===== src/rtl/uart_cto_pkg.sv =====
package uart_cto_pkg;
  localparam int unsigned MAX_FRAME_BITS = 12;
  localparam int unsigned FRAME_W = $clog2(MAX_FRAME_BITS + 1);

  typedef logic [FRAME_W-1:0] frame_len_t;

  localparam logic [3:0] IID_NONE    = 4'b0001;
  localparam logic [3:0] IID_CHAR_TO = 4'b1100;
endpackage


===== src/rtl/uart_cto_frame_len.sv =====
module uart_cto_frame_len
  import uart_cto_pkg::*;
(
  input  logic [1:0] data_bits_i,
  input  logic       parity_en_i,
  input  logic       stop2_i,
  output frame_len_t frame_bits_o
);
  // start + data + parity + stop
  always_comb begin
    frame_bits_o = frame_len_t'(1) + frame_len_t'(5) + frame_len_t'(data_bits_i)
                 + frame_len_t'(parity_en_i) + frame_len_t'(1) + frame_len_t'(stop2_i);
  end
endmodule


===== src/rtl/uart_cto_bit_slot.sv =====
module uart_cto_bit_slot
  import uart_cto_pkg::*;
(
  input  logic       clk_i,
  input  logic       rst_ni,
  input  logic       restart_i,
  input  logic       tick_i,
  input  frame_len_t frame_bits_i,
  output logic       char_done_o
);
  frame_len_t bit_cnt_q;
  logic       last_slot;

  // >= tolerates a frame shortened mid-count
  assign last_slot   = (bit_cnt_q >= frame_bits_i - frame_len_t'(1));
  assign char_done_o = !restart_i && tick_i && last_slot;

  always_ff @(posedge clk_i or negedge rst_ni) begin
    if (!rst_ni)        bit_cnt_q <= '0;
    else if (restart_i) bit_cnt_q <= '0;
    else if (tick_i) begin
      if (last_slot) bit_cnt_q <= '0;
      else           bit_cnt_q <= bit_cnt_q + frame_len_t'(1);
    end
  end


  restart_zero_chk: assert property (@(posedge clk_i) disable iff (!rst_ni)
    restart_i |=> (bit_cnt_q == '0));
endmodule


===== src/rtl/uart_cto_char_window.sv =====
module uart_cto_char_window #(
  parameter int unsigned CHARS  = 4,
  localparam int unsigned CHAR_W = $clog2(CHARS + 1)
) (
  input  logic clk_i,
  input  logic rst_ni,
  input  logic restart_i,
  input  logic char_done_i,
  output logic expire_o
);
  logic [CHAR_W-1:0] char_cnt_q;

  assign expire_o = char_done_i && (char_cnt_q == CHAR_W'(CHARS - 1));

  // saturates at CHARS so a pending timeout does not re-fire
  always_ff @(posedge clk_i or negedge rst_ni) begin
    if (!rst_ni)        char_cnt_q <= '0;
    else if (restart_i) char_cnt_q <= '0;
    else if (char_done_i && char_cnt_q != CHAR_W'(CHARS))
      char_cnt_q <= char_cnt_q + CHAR_W'(1);
  end


  char_cnt_bound_chk: assert property (@(posedge clk_i) disable iff (!rst_ni)
    char_cnt_q <= CHAR_W'(CHARS));


  char_restart_chk: assert property (@(posedge clk_i) disable iff (!rst_ni)
    restart_i |=> (char_cnt_q == '0));
endmodule


===== src/rtl/uart_rx_char_timeout.sv =====
module uart_rx_char_timeout
  import uart_cto_pkg::*;
#(
  parameter int unsigned CNT_W = 5,
  parameter int unsigned CHARS = 4
) (
  input  logic             clk_i,
  input  logic             rst_ni,
  input  logic             bit_tick_i,
  input  logic [1:0]       data_bits_i,
  input  logic             parity_en_i,
  input  logic             stop2_i,
  input  logic             fifo_en_i,
  input  logic [CNT_W-1:0] fifo_count_i,
  input  logic             push_i,
  input  logic             pop_i,
  output logic             timeout_o,
  output logic [3:0]       iid_o
);
  frame_len_t frame_bits;
  logic       active, restart, char_done, expire, timeout_q;

  assign active  = fifo_en_i && (fifo_count_i != '0);
  assign restart = push_i || pop_i || !active;

  uart_cto_frame_len u_frame_len (
    .data_bits_i  (data_bits_i),
    .parity_en_i  (parity_en_i),
    .stop2_i      (stop2_i),
    .frame_bits_o (frame_bits)
  );

  uart_cto_bit_slot u_bit_slot (
    .clk_i        (clk_i),
    .rst_ni       (rst_ni),
    .restart_i    (restart),
    .tick_i       (bit_tick_i),
    .frame_bits_i (frame_bits),
    .char_done_o  (char_done)
  );

  uart_cto_char_window #(.CHARS(CHARS)) u_char_window (
    .clk_i       (clk_i),
    .rst_ni      (rst_ni),
    .restart_i   (restart),
    .char_done_i (char_done),
    .expire_o    (expire)
  );

  // clear beats expiry
  always_ff @(posedge clk_i or negedge rst_ni) begin
    if (!rst_ni)                timeout_q <= 1'b0;
    else if (!active || pop_i)  timeout_q <= 1'b0;
    else if (expire)            timeout_q <= 1'b1;
  end

  assign timeout_o = timeout_q;
  assign iid_o     = timeout_q ? IID_CHAR_TO : IID_NONE;


  fifo_off_clear_chk: assert property (@(posedge clk_i) disable iff (!rst_ni)
    !fifo_en_i |=> !timeout_o);


  pop_clear_chk: assert property (@(posedge clk_i) disable iff (!rst_ni)
    pop_i |=> !timeout_o);


  empty_clear_chk: assert property (@(posedge clk_i) disable iff (!rst_ni)
    (fifo_count_i == '0) |=> !timeout_o);


  rise_needs_tick_chk: assert property (@(posedge clk_i) disable iff (!rst_ni)
    $rose(timeout_o) |-> $past(bit_tick_i));
endmodule


===== config.mk =====
export PLATFORM = sky130hd
export DESIGN_NAME = uart_rx_char_timeout
export DESIGN_NICKNAME = d
export VERILOG_FILES = /design/src/rtl/uart_cto_pkg.sv /design/src/rtl/uart_cto_frame_len.sv /design/src/rtl/uart_cto_bit_slot.sv /design/src/rtl/uart_cto_char_window.sv /design/src/rtl/uart_rx_char_timeout.sv
export SDC_FILE = /design/constraint.sdc
export NUM_CORES = 1
export LEC_CHECK = 0
export ABC_AREA = 1
export BUFFER_PORTS_ARGS = -buffer_cell sky130_fd_sc_hd__clkbuf_2
export CORE_ASPECT_RATIO = 0.6
export CORE_MARGIN = 3
export CORE_UTILIZATION = 30
export DETAILED_ROUTE_END_ITERATION = 10
export PLACE_DENSITY = 0.55
export SLEW_MARGIN = 10
export SYNTH_ARGS = -nofsm -noshare
export SYNTH_HDL_FRONTEND = slang
export SYNTH_SLANG_ARGS = --single-unit

===== constraint.sdc =====
create_clock -name clk_i -period 2.65 [get_ports clk_i]
set_input_delay 0.1325 -clock clk_i [delete_from_list [all_inputs] [get_ports clk_i]]
set_output_delay 0.1325 -clock clk_i [all_outputs]
set_load 0.05 [all_outputs]

# Word-level counts from Yosys, hierarchy flattened
# Index checks and enable logic that the tools add are counted.
word_totals:
  ff_bits: 8
  input_bits: 15
  output_inout_bits: 5
  wordCells: 35
op_classes:
  add_sub_neg: 7
  order_cmp: 1
  eq_ne: 2
  n_mux: 8
  reduce_logical: 14
ops:
  columns: ["operator", "n"]
  rows:
  - ["$mux W4", 4]
  - ["$add A4 B1 Y4", 2]
  - ["$add A4 B1 Y4 const B", 2]
  - ["$mux W3", 2]
  - ["$reduce_bool A2 Y1", 3]
  - ["$logic_and A1 B1 Y1", 5]
  - ["$reduce_bool A5 Y1", 1]
  - ["$add A3 B2 Y4 const A", 1]
  - ["$ge A4 B4 Y1", 1]
  - ["$sub A4 B1 Y4 const B", 1]
  - ["$add A3 B1 Y3 const B", 1]
  - ["$eq A3 B2 Y1 const B", 1]
  - ["$logic_or A1 B1 Y1", 3]
  - ["$ne A3 B3 Y1 const B", 1]
  - ["$logic_not A1 Y1", 2]
  - ["$mux W1", 2]

# Logic depth before layout (Yosys ltp)
# Gate-level depths: netlist of the first run.
depth:
  ltp_word: 10
  ltp_mapped: 13
  mapped_depth_nobuf: 13

# By module
# From an unflattened synthesis of the first run, not the netlist that was laid out.
unflattened:
  cells_unflattened: 107
  area_unflattened_um2: 782.0
by_module_without_submodules:
  columns: ["mod", "instances", "cells_per_inst", "area_each_um2", "seq_area_each_um2"]
  rows:
  - ["uart_cto_bit_slot", 1, 51, 374.1, 100.1]
  - ["uart_cto_char_window", 1, 24, 196.4, 75.1]
  - ["uart_cto_frame_len", 1, 16, 111.4, 0.0]
  - ["uart_rx_char_timeout", 1, 16, 100.1, 25.0]

# Worst setup path before layout of the first run
# Ideal clock, no wire load.
synth_timing:
  path_type: "input to register"
  from: "in data_bits_i[0]"
  to: "reg u_char_window.char_cnt_q[2]"
  setup_ps: 117
  t_arrival_ps: 1635
  t_required_ps: 2533
  slack_ps: 897
  stages: 12
  n_path_buf: 0
  cell_sequence: "fa_1 > inv_1 > ha_1 > ha_1 > nand2_1 > nand2_1 > nand2_1 > nand2_2 > nor2_4 > nor2_4 > nand3b_1 > nand2_1"
synth_between:
  elab_chain_cells: 9
synth_lines:
  columns: ["item", "line_no", "source"]
  rows:
  - ["from (decl)", "uart_rx_char_timeout.sv:10", "input logic [1:0] data_bits_i,"]
  - ["$add A3 B2 Y4", "uart_cto_frame_len.sv:11", "frame_bits_o = frame_len_t'(1) + frame_len_t'(5) + frame_len_t'(data_bits_i)"]
  - ["$add A4 B1 Y4 (3 in a row)", "uart_cto_frame_len.sv:12", "+ frame_len_t'(parity_en_i) + frame_len_t'(1) + frame_len_t'(stop2_i);"]
  - ["$sub A4 B1 Y4", "uart_cto_bit_slot.sv:15", "assign last_slot = (bit_cnt_q >= frame_bits_i - frame_len_t'(1));"]
  - ["$ge A4 B4 Y1", "uart_cto_bit_slot.sv:15", null]
  - ["$logic_and A1 B1 Y1", "uart_cto_bit_slot.sv:16", "assign char_done_o = !restart_i && tick_i && last_slot;"]
  - ["$logic_and A1 B1 Y1", "uart_cto_char_window.sv:19", "else if (char_done_i && char_cnt_q != CHAR_W'(CHARS))"]
  - ["$reduce_bool A2 Y1 (no line)", null, null]
  - ["to (signal assigned)", "uart_cto_char_window.sv:20", "char_cnt_q <= char_cnt_q + CHAR_W'(1);"]
  - ["to (decl)", "uart_cto_char_window.sv:11", "logic [CHAR_W-1:0] char_cnt_q;"]
# No other way between the ends.
# A chain may end at the register's enable or synchronous reset.

# Worst setup path in the final report of the first run
# Ends and elaborated chain as after synthesis.

==> metrics.md, run 1 <==
| Metric | Value |
|---|---|
| Final worst slack | 0.9355 ns |
| Post-detailed-route wirelength per cell | 10.40 um |
| Area delta synth->final | 21.96% |
| Cells after Synth | 82 |
| Drt via density | 4.124 |
| Yosys warns | 0 |
| Synth Area in Adders | 0.1893 |
| Mapped Area | 700.7 um^2 |
| # diodes | 0 |
| First-pass GRT wire length | 2394 um |
| Worst Path Max Fanout | 4 |
| Most frequent cells in the layout | clkbuf_2 (18), inv_1 (13), nand2_1 (13), ha_1 (9), dfrtp_1 (8) |
| Post-detail-place hpwl | 1149 um |
| Crit Path Category | in2reg |
| Pwr dens | 379.0 nW/um^2 |
| Slowest stage cell on the critical path | fa_1 |
| I/O pin count | 20 |
| Worst reg2reg path depth | 7 |
| CP arrival | 1.82 ns |
| Final setup TNS | 0 ns |
| CP startpoint kind | primary input |
| DR DRC count | 0 |
| Sequential share of the synthesized area | 0.2857 |
| DR pass1 iterations | 4 |
| Routed via count | 532 |
| Synthesized net count | 107 |
| Skew-Pair Late Insertion Delay | 0.23 ns |
| Cell family with the largest share of critical-path delay | adder cells |
| Hold Path Depth | 3 |
| Main combinational cell family by area after synthesis | simple AND/OR/NAND/NOR gates |
| Commonest non-fill, non-tap cell in the layout | clkbuf_2 |
| Overall global routing resource usage | 0.1110 |
| Die Y-Extent | 43.44 um |
| Hold Crit Endpoint | timeout_o |
| Cts bufs inserted | 3 |
| Iter 0 DRT Violations | 15 |
| Pin count of the biggest net entering global routing | 9 |
| HP Start | fifo_en_i |
| Reg-to-reg critical path endpoint | u_char_window.char_cnt_q[2] |
| Leak Pwr | 0.4449 nW |
| # resized after CTS | 0 |
| Die footprint | 2971 um^2 |
| Mux contribution to synthesized area | 0 |
| Final Core Density | 0.4216 |
| Period utilization | 0.6470 |
| CTS H-tree lvls | 1 |
| Yosys reg bits | 8 |
| Yosys cell types | 22 |
| Post-CTS setup buffer count | 0 |
| Finished Layout Cells | 129 |
| RSZ-0062 raised after global routing | no |
| Clock Sinks | 8 |
| Max Fclk | 0.5833 GHz |
| Outcome | finished, final reports clean |
| Xor and xnor area share after synthesis | 0.02500 |
| Worst Path Buf+Inv | 4 |
| CP Cell Sequence | clkbuf_2 -> fa_1 -> inv_1 -> ha_1 -> inv_1 -> ha_1 -> nand2_2 -> clkinv_1 -> nand2_1 -> nand2_2 -> nor2_4 -> nor2_4 -> nand3b_1 -> nand2_1 |
| Peak supply drop | 162.0 uV |
| Placed cell count | 125 |
| Share of layout cells above drive strength 1 | 0.3663 |
| Finish-stage setup viols | 0 |
| Final Hold Vio Count | 0 |
| Gr ovfl total | 0 |
| Mean Syn Cell Area | 8.545 um^2 |
| Synth Area in Compound Gates | 0.05714 |
| Antenna viol nets, final | 0 |
| Largest stage delay on the critical path | 0.40 ns |
| Core ar. | 2027 um^2 |
| Layout Nets | 128 |
| Die X-Extent | 68.39 um |
| Root buffer cell | clkbuf_8 |
| Worst R2R Setup Slack | 1.12 ns |
| CTS tree | done |
| Max_cap viols | 0 |
| Initial antenna violation count | 0 |
| Simple-Gate Fraction of Synth Area | 0.3304 |
| Clock Skew | 0.007715 ns |
| Tmin final | 1.715 ns |
| Initial core utilization | 0.3457 |
| Min-Delay Path Class | in2reg |
| Port Buffers | 18 |
| Drt total wl | 1342 um |
| Clk buf depth | 2 |
| Number of global-route vias before repair | 537 |
| Slew Limit Fails | 0 |
| Worst-path clk slew | 0.05 ns |
| CP endpoint kind | flip-flop |
| Placer Congestion | 0.7941 |
| WP data required | 2.76 ns |
| FF-to-FF Start | u_bit_slot.bit_cnt_q[3] |
| Pre-CTS WS | 0.7016 ns |
| Row cnt | 12 |
==> cell type report <==
cell class	count	area (um^2)
clock buffers	3	41.29
fillers	204	1172
inverters	14	52.55
multi-input cells	57	425.4
flip-flops and latches	8	200.2
well taps	28	35.03
repair buffers	19	100.1
==> per-stage QoR <==
step	hold slack, ns	area, um^2	total power [mW]
2_1_floorplan	-0.1631	700.7	0.1603
3_3_place_gp	-0.001270	803.3	0.1782
3_5_place_dp	0.007414	803.3	0.1795
4_1_cts	0.1770	854.6	0.3303
5_1_grt	0.1824	854.6	0.3490
6_report	0.1779	854.6	0.3239
==> power breakdown <==
group / switching, mW / internal [mW]
Clock: 0.0475 / 0.0984
Combinational: 0.0319 / 0.0218
Sequential: 0.00101 / 0.123
Total: 0.0804 / 0.243
==> worst register-to-register path, cell delays in order (launching register included) <==
cell and delay, ns:
dfrtp_1 0.41, ha_1 0.34, a21oi_1 0.22, nand2_2 0.10, nor2_4 0.16, nor2_4 0.06
nand3b_1 0.08, nand2_1 0.06
==> worst max-delay path by stage <==
stage	startpoint	cells past startpoint	end	slack, ns
3_5_place_dp	data_bits_i[0]	13	u_char_window.char_cnt_q[2]	0.70
3_3_place_gp	data_bits_i[0]	13	u_char_window.char_cnt_q[2]	0.74
6_report	data_bits_i[0]	14	u_char_window.char_cnt_q[2]	0.94
5_1_grt	data_bits_i[0]	14	u_char_window.char_cnt_q[2]	0.79
2_1_floorplan	data_bits_i[0]	12	u_char_window.char_cnt_q[2]	0.90
4_1_cts	data_bits_i[0]	14	u_char_window.char_cnt_q[2]	0.94
==> cells by family after synthesis <==
kind of cell,after synthesis
DFF,8
and+or+nand+nor,39
buffers and inverters,17
adders and majority gates,10
AOI/OAI and AO/OA,5
xor gates and xnor gates,2
other,1
==> repair_timing <==
action,4_1_cts,5_1_grt
endpoints found under the hold margin,8,0
endpoints found under the setup margin,0,0
hold buffers,1,0
==> per-layer routing <==
metal | vias up | GRT usage | wire length [um]
li1 | 298 | - | -
met1 | 217 | 0.1649 | 710
met5 | - | 0 | 0
met4 | 0 | 0.02372 | 14
met3 | 2 | 0.04922 | 84
met2 | 15 | 0.1442 | 532
==> Yosys cell counts, drive strengths merged <==
cell type	count	share of area
nand2	17	0.11
fa	1	0.029
buf	3	0.032
clkinv	1	0.0054
o21ai	3	0.038
nand4	2	0.018
inv	13	0.070
nand3b	3	0.032
xnor2	1	0.013
dfrtp	8	0.29
a21oi	2	0.020
conb	1	0.0054
ha	9	0.16
nor2	8	0.082
nand3	9	0.086
xor2	1	0.013
==> flip-flops by register name, summed over array words and instances, names as in the netlist <==
signal,count
timeout_o,1
u_bit_slot.bit_cnt_q,4
u_char_window.char_cnt_q,3
Power figures use the tool's default switching activity.
==> run 2: changes to the inputs <==
Settings changed: ABC_AREA 1 to 0, PLACE_DENSITY 0.55 to 0.56.
Clock period 2.65 ns to 1.6 ns, I/O delays scaled along.
==> metrics.md, run 2 <==
| Metric | Value |
|---|---|
| Tmin final | 1.741 ns |
| Skew-Pair Late Insertion Delay | 0.26 ns |
| Min-Delay Path Class | in2reg |
| Finish-stage setup viols | 8 |
| Area delta synth->final | 45.75% |
| Final worst slack | -0.1407 ns |
| Post-detailed-route wirelength per cell | 12.48 um |
| Clock Skew | 0.005377 ns |
| WP data required | 1.78 ns |
| Internal Power | 0.3470 mW |
| Number of flip-flops in the largest register | 4 |
| Worst-path clk slew | 0.06 ns |
| Post-synth EDFFs | 0 |
| CP Cell Sequence | buf_6 -> fa_2 -> inv_2 -> ha_4 -> ha_4 -> o211ai_1 -> o21ai_2 -> buf_4 -> and3b_2 -> mux2i_1 |
| Layout Nets | 121 |
| Cell family with the largest share of critical-path delay | adder cells |
| Mapped Area | 648.1 um^2 |
| CP startpoint kind | primary input |
| Die Y-Extent | 42.01 um |
| Register name with the most flops | u_bit_slot.bit_cnt_q |
| Post-route cell area | 944.7 um^2 |
| Top FF cell, synth | dfrtp_1 |
| Core ar. | 1937 um^2 |
| Largest stage delay on the critical path | 0.39 ns |
| Initial core utilization | 0.3346 |
| Initial antenna violation count | 0 |
| Iter 0 DRT Violations | 15 |
| CP endpoint kind | flip-flop |
| Worst slew pin tran | 0.5400 ns |
| Period utilization | 1.088 |
| CP Depth | 10 |
| CTS tree | done |
| Switching share of power | 0.2664 |
| I/O pin count | 20 |
| Die X-Extent | 66.01 um |
| Drt via density | 4.639 |
| Row cnt | 12 |
| Cells after Synth | 66 |
| Gr ovfl total | 0 |
| Most frequent cells after synthesis | inv_1 (11), ha_1 (9), dfrtp_1 (8) |
| Worst Path Max Fanout | 3 |
| Area of the multi-input gates | 459.2 um^2 |
| Slowest stage cell on the critical path | fa_2 |
| Crit Path Category | in2reg |
| Clk buf depth | 2 |
| Pre-CTS WS | -0.5173 ns |
| Slew Limit Fails | 0 |
| Fillers | 177 |
| RSZ-0062 raised after global routing | yes |
| CP arrival | 1.92 ns |
| Most frequent cell after synthesis | inv_1 |
| Leak Pwr | 0.4638 nW |
| Routed via count | 566 |
| Asr flop ratio synth | 1.000 |
| Synth area leaders | dfrtp_1 (31%), ha_1 (17%), inv_1 (6.4%) |
| First-pass GRT wire length | 2553 um |
| DR DRC count | 0 |
| Placed cell count | 115 |
| Share of the synthesized area in the top cell type | 0.3089 |
| Most frequent cells in the layout | clkbuf_2 (16), inv_1 (10), buf_4 (8), dfrtp_1 (8), ha_1 (7) |
| # diodes | 0 |
| Placer Congestion | 0.7315 |
| CTS H-tree lvls | 1 |
| Yosys cell types | 31 |
| Yosys reg bits | 8 |
| Die footprint | 2773 um^2 |
| Outcome | finished, violations left |
| Failing checks | negative setup slack |
| DP Area | 809.5 um^2 |
| Flop pwr share | 0.432 |
| Number of global-route vias before repair | 569 |
| Max Fclk | 0.5745 GHz |
| Slew headroom | 0.6400 |
| Root buffer cell | clkbuf_4 |
| Synthesized net count | 91 |
| Most used cell, CP | ha_4 |
| Yosys top cell by area | dfrtp_1 |
| Finished Layout Cells | 122 |
| Peak supply drop | 325.2 uV |
| Share of layout cells above drive strength 1 | 0.5000 |
| Final Hold Vio Count | 0 |
| Sequential share of the synthesized area | 0.3089 |
| Seq. cell area | 200.2 um^2 |
| DR pass1 iterations | 4 |
| WHS | 0.1518 ns |
| Pwr dens | 500.7 nW/um^2 |
| Cts bufs inserted | 3 |
| Switch Pwr | 0.1260 mW |
| Mean Syn Cell Area | 9.820 um^2 |
| Worst reg2reg path depth | 7 |
| Antenna viol nets, final | 0 |
| Hold Path Depth | 3 |
| Clock share of power | 0.334 |
| Port Buffers | 18 |
| Drt total wl | 1522 um |
| Worst Path Buf+Inv | 3 |
| Clock Sinks | 8 |
| Pin count of the biggest net entering global routing | 9 |
| Yosys warns | 0 |
| Overall global routing resource usage | 0.1246 |
| Post-detail-place hpwl | 1172 um |
| Combinational power share | 0.234 |
| Commonest non-fill, non-tap cell in the layout | clkbuf_2 |
| Max_cap viols | 0 |
## run 2: routing by layer
metal / vias to the layer above / wire length (um) / global-route usage / share of wire
li1: 286 / - / - / -
met2: 12 / 724 / 0.1972 / 0.48
met5: - / 0 / 0 / 0
met3: 3 / 74 / 0.04826 / 0.049
met4: 0 / 8 / 0.03644 / 0.0053
met1: 265 / 714 / 0.1571 / 0.47
## run 2: worst reg2reg max path, delay by kind of cell, from the launching register on
kind	cells	cell delay [ns]
buffers and inverters	2	0.20
AO/OA/AOI/OAI	2	0.24
AND/OR/NAND/NOR	2	0.46
adder cells (fa/ha/maj)	1	0.30
flip-flops	1	0.34
## run 2: cell families after synthesis
| kind of cell | count (synthesis) | synth area share |
|---|---|---|
| DFF | 8 | 0.3089 |
| other | 1 | 0.005786 |
| and+or+nand+nor | 19 | 0.1911 |
| buffers and inverters | 14 | 0.09845 |
| muxes | 3 | 0.04826 |
| AOI/OAI and AO/OA | 11 | 0.1429 |
| adders and majority gates | 10 | 0.2046 |
## run 2: power by group through the flow
stage	sequential (mW)	combinational, mW	clock [mW]
final	0.204	0.111	0.158
after global routing	0.204	0.121	0.181
after CTS	0.204	0.107	0.167
after detailed placement	0.208	0.0837	0
after global placement	0.208	0.0789	0
after floorplan	0.208	0.0450	0
## run 2: what timing repair did
action	CTS	global route
buffers inserted	3	0
resized for setup	10	5
setup endpoints to repair	8	8
hold buffers	1	0
pin swaps	8	5
hold endpoints to repair	8	0
## run 2: layout make-up
cell class              count  share of cell area
well taps                  28             0.03709
flip-flops and latches      8              0.2119
clock buffers               3             0.02384
inverters                  11             0.04371
repair buffers             28              0.1974
multi-input cells          44              0.4861
## run 2: per-stage QoR
stage | TNS, ns | utilization | power (mW)
2_1_floorplan | -0.9811 | - | 0.2528
3_3_place_gp | -2.647 | 0.4180 | 0.2866
3_5_place_dp | -3.421 | 0.4180 | 0.2914
4_1_cts | -0.8980 | 0.4755 | 0.4780
5_1_grt | -1.266 | 0.4877 | 0.5061
6_report | -0.7938 | 0.4877 | 0.4730
## run 2: worst paths after layout
kind                                              from                     endpoint  slack (ns)
setup / recovery                        data_bits_i[0]  u_char_window.char_cnt_q[0]       -0.14
hold / removal                                   pop_i                    timeout_o        0.15
setup reg to reg               u_bit_slot.bit_cnt_q[0]      u_bit_slot.bit_cnt_q[2]           0
hold reg to reg            u_char_window.char_cnt_q[0]  u_char_window.char_cnt_q[0]        0.53
max in group asynchronous                       rst_ni      u_bit_slot.bit_cnt_q[2]        1.22
min in group asynchronous                       rst_ni  u_char_window.char_cnt_q[1]        0.19
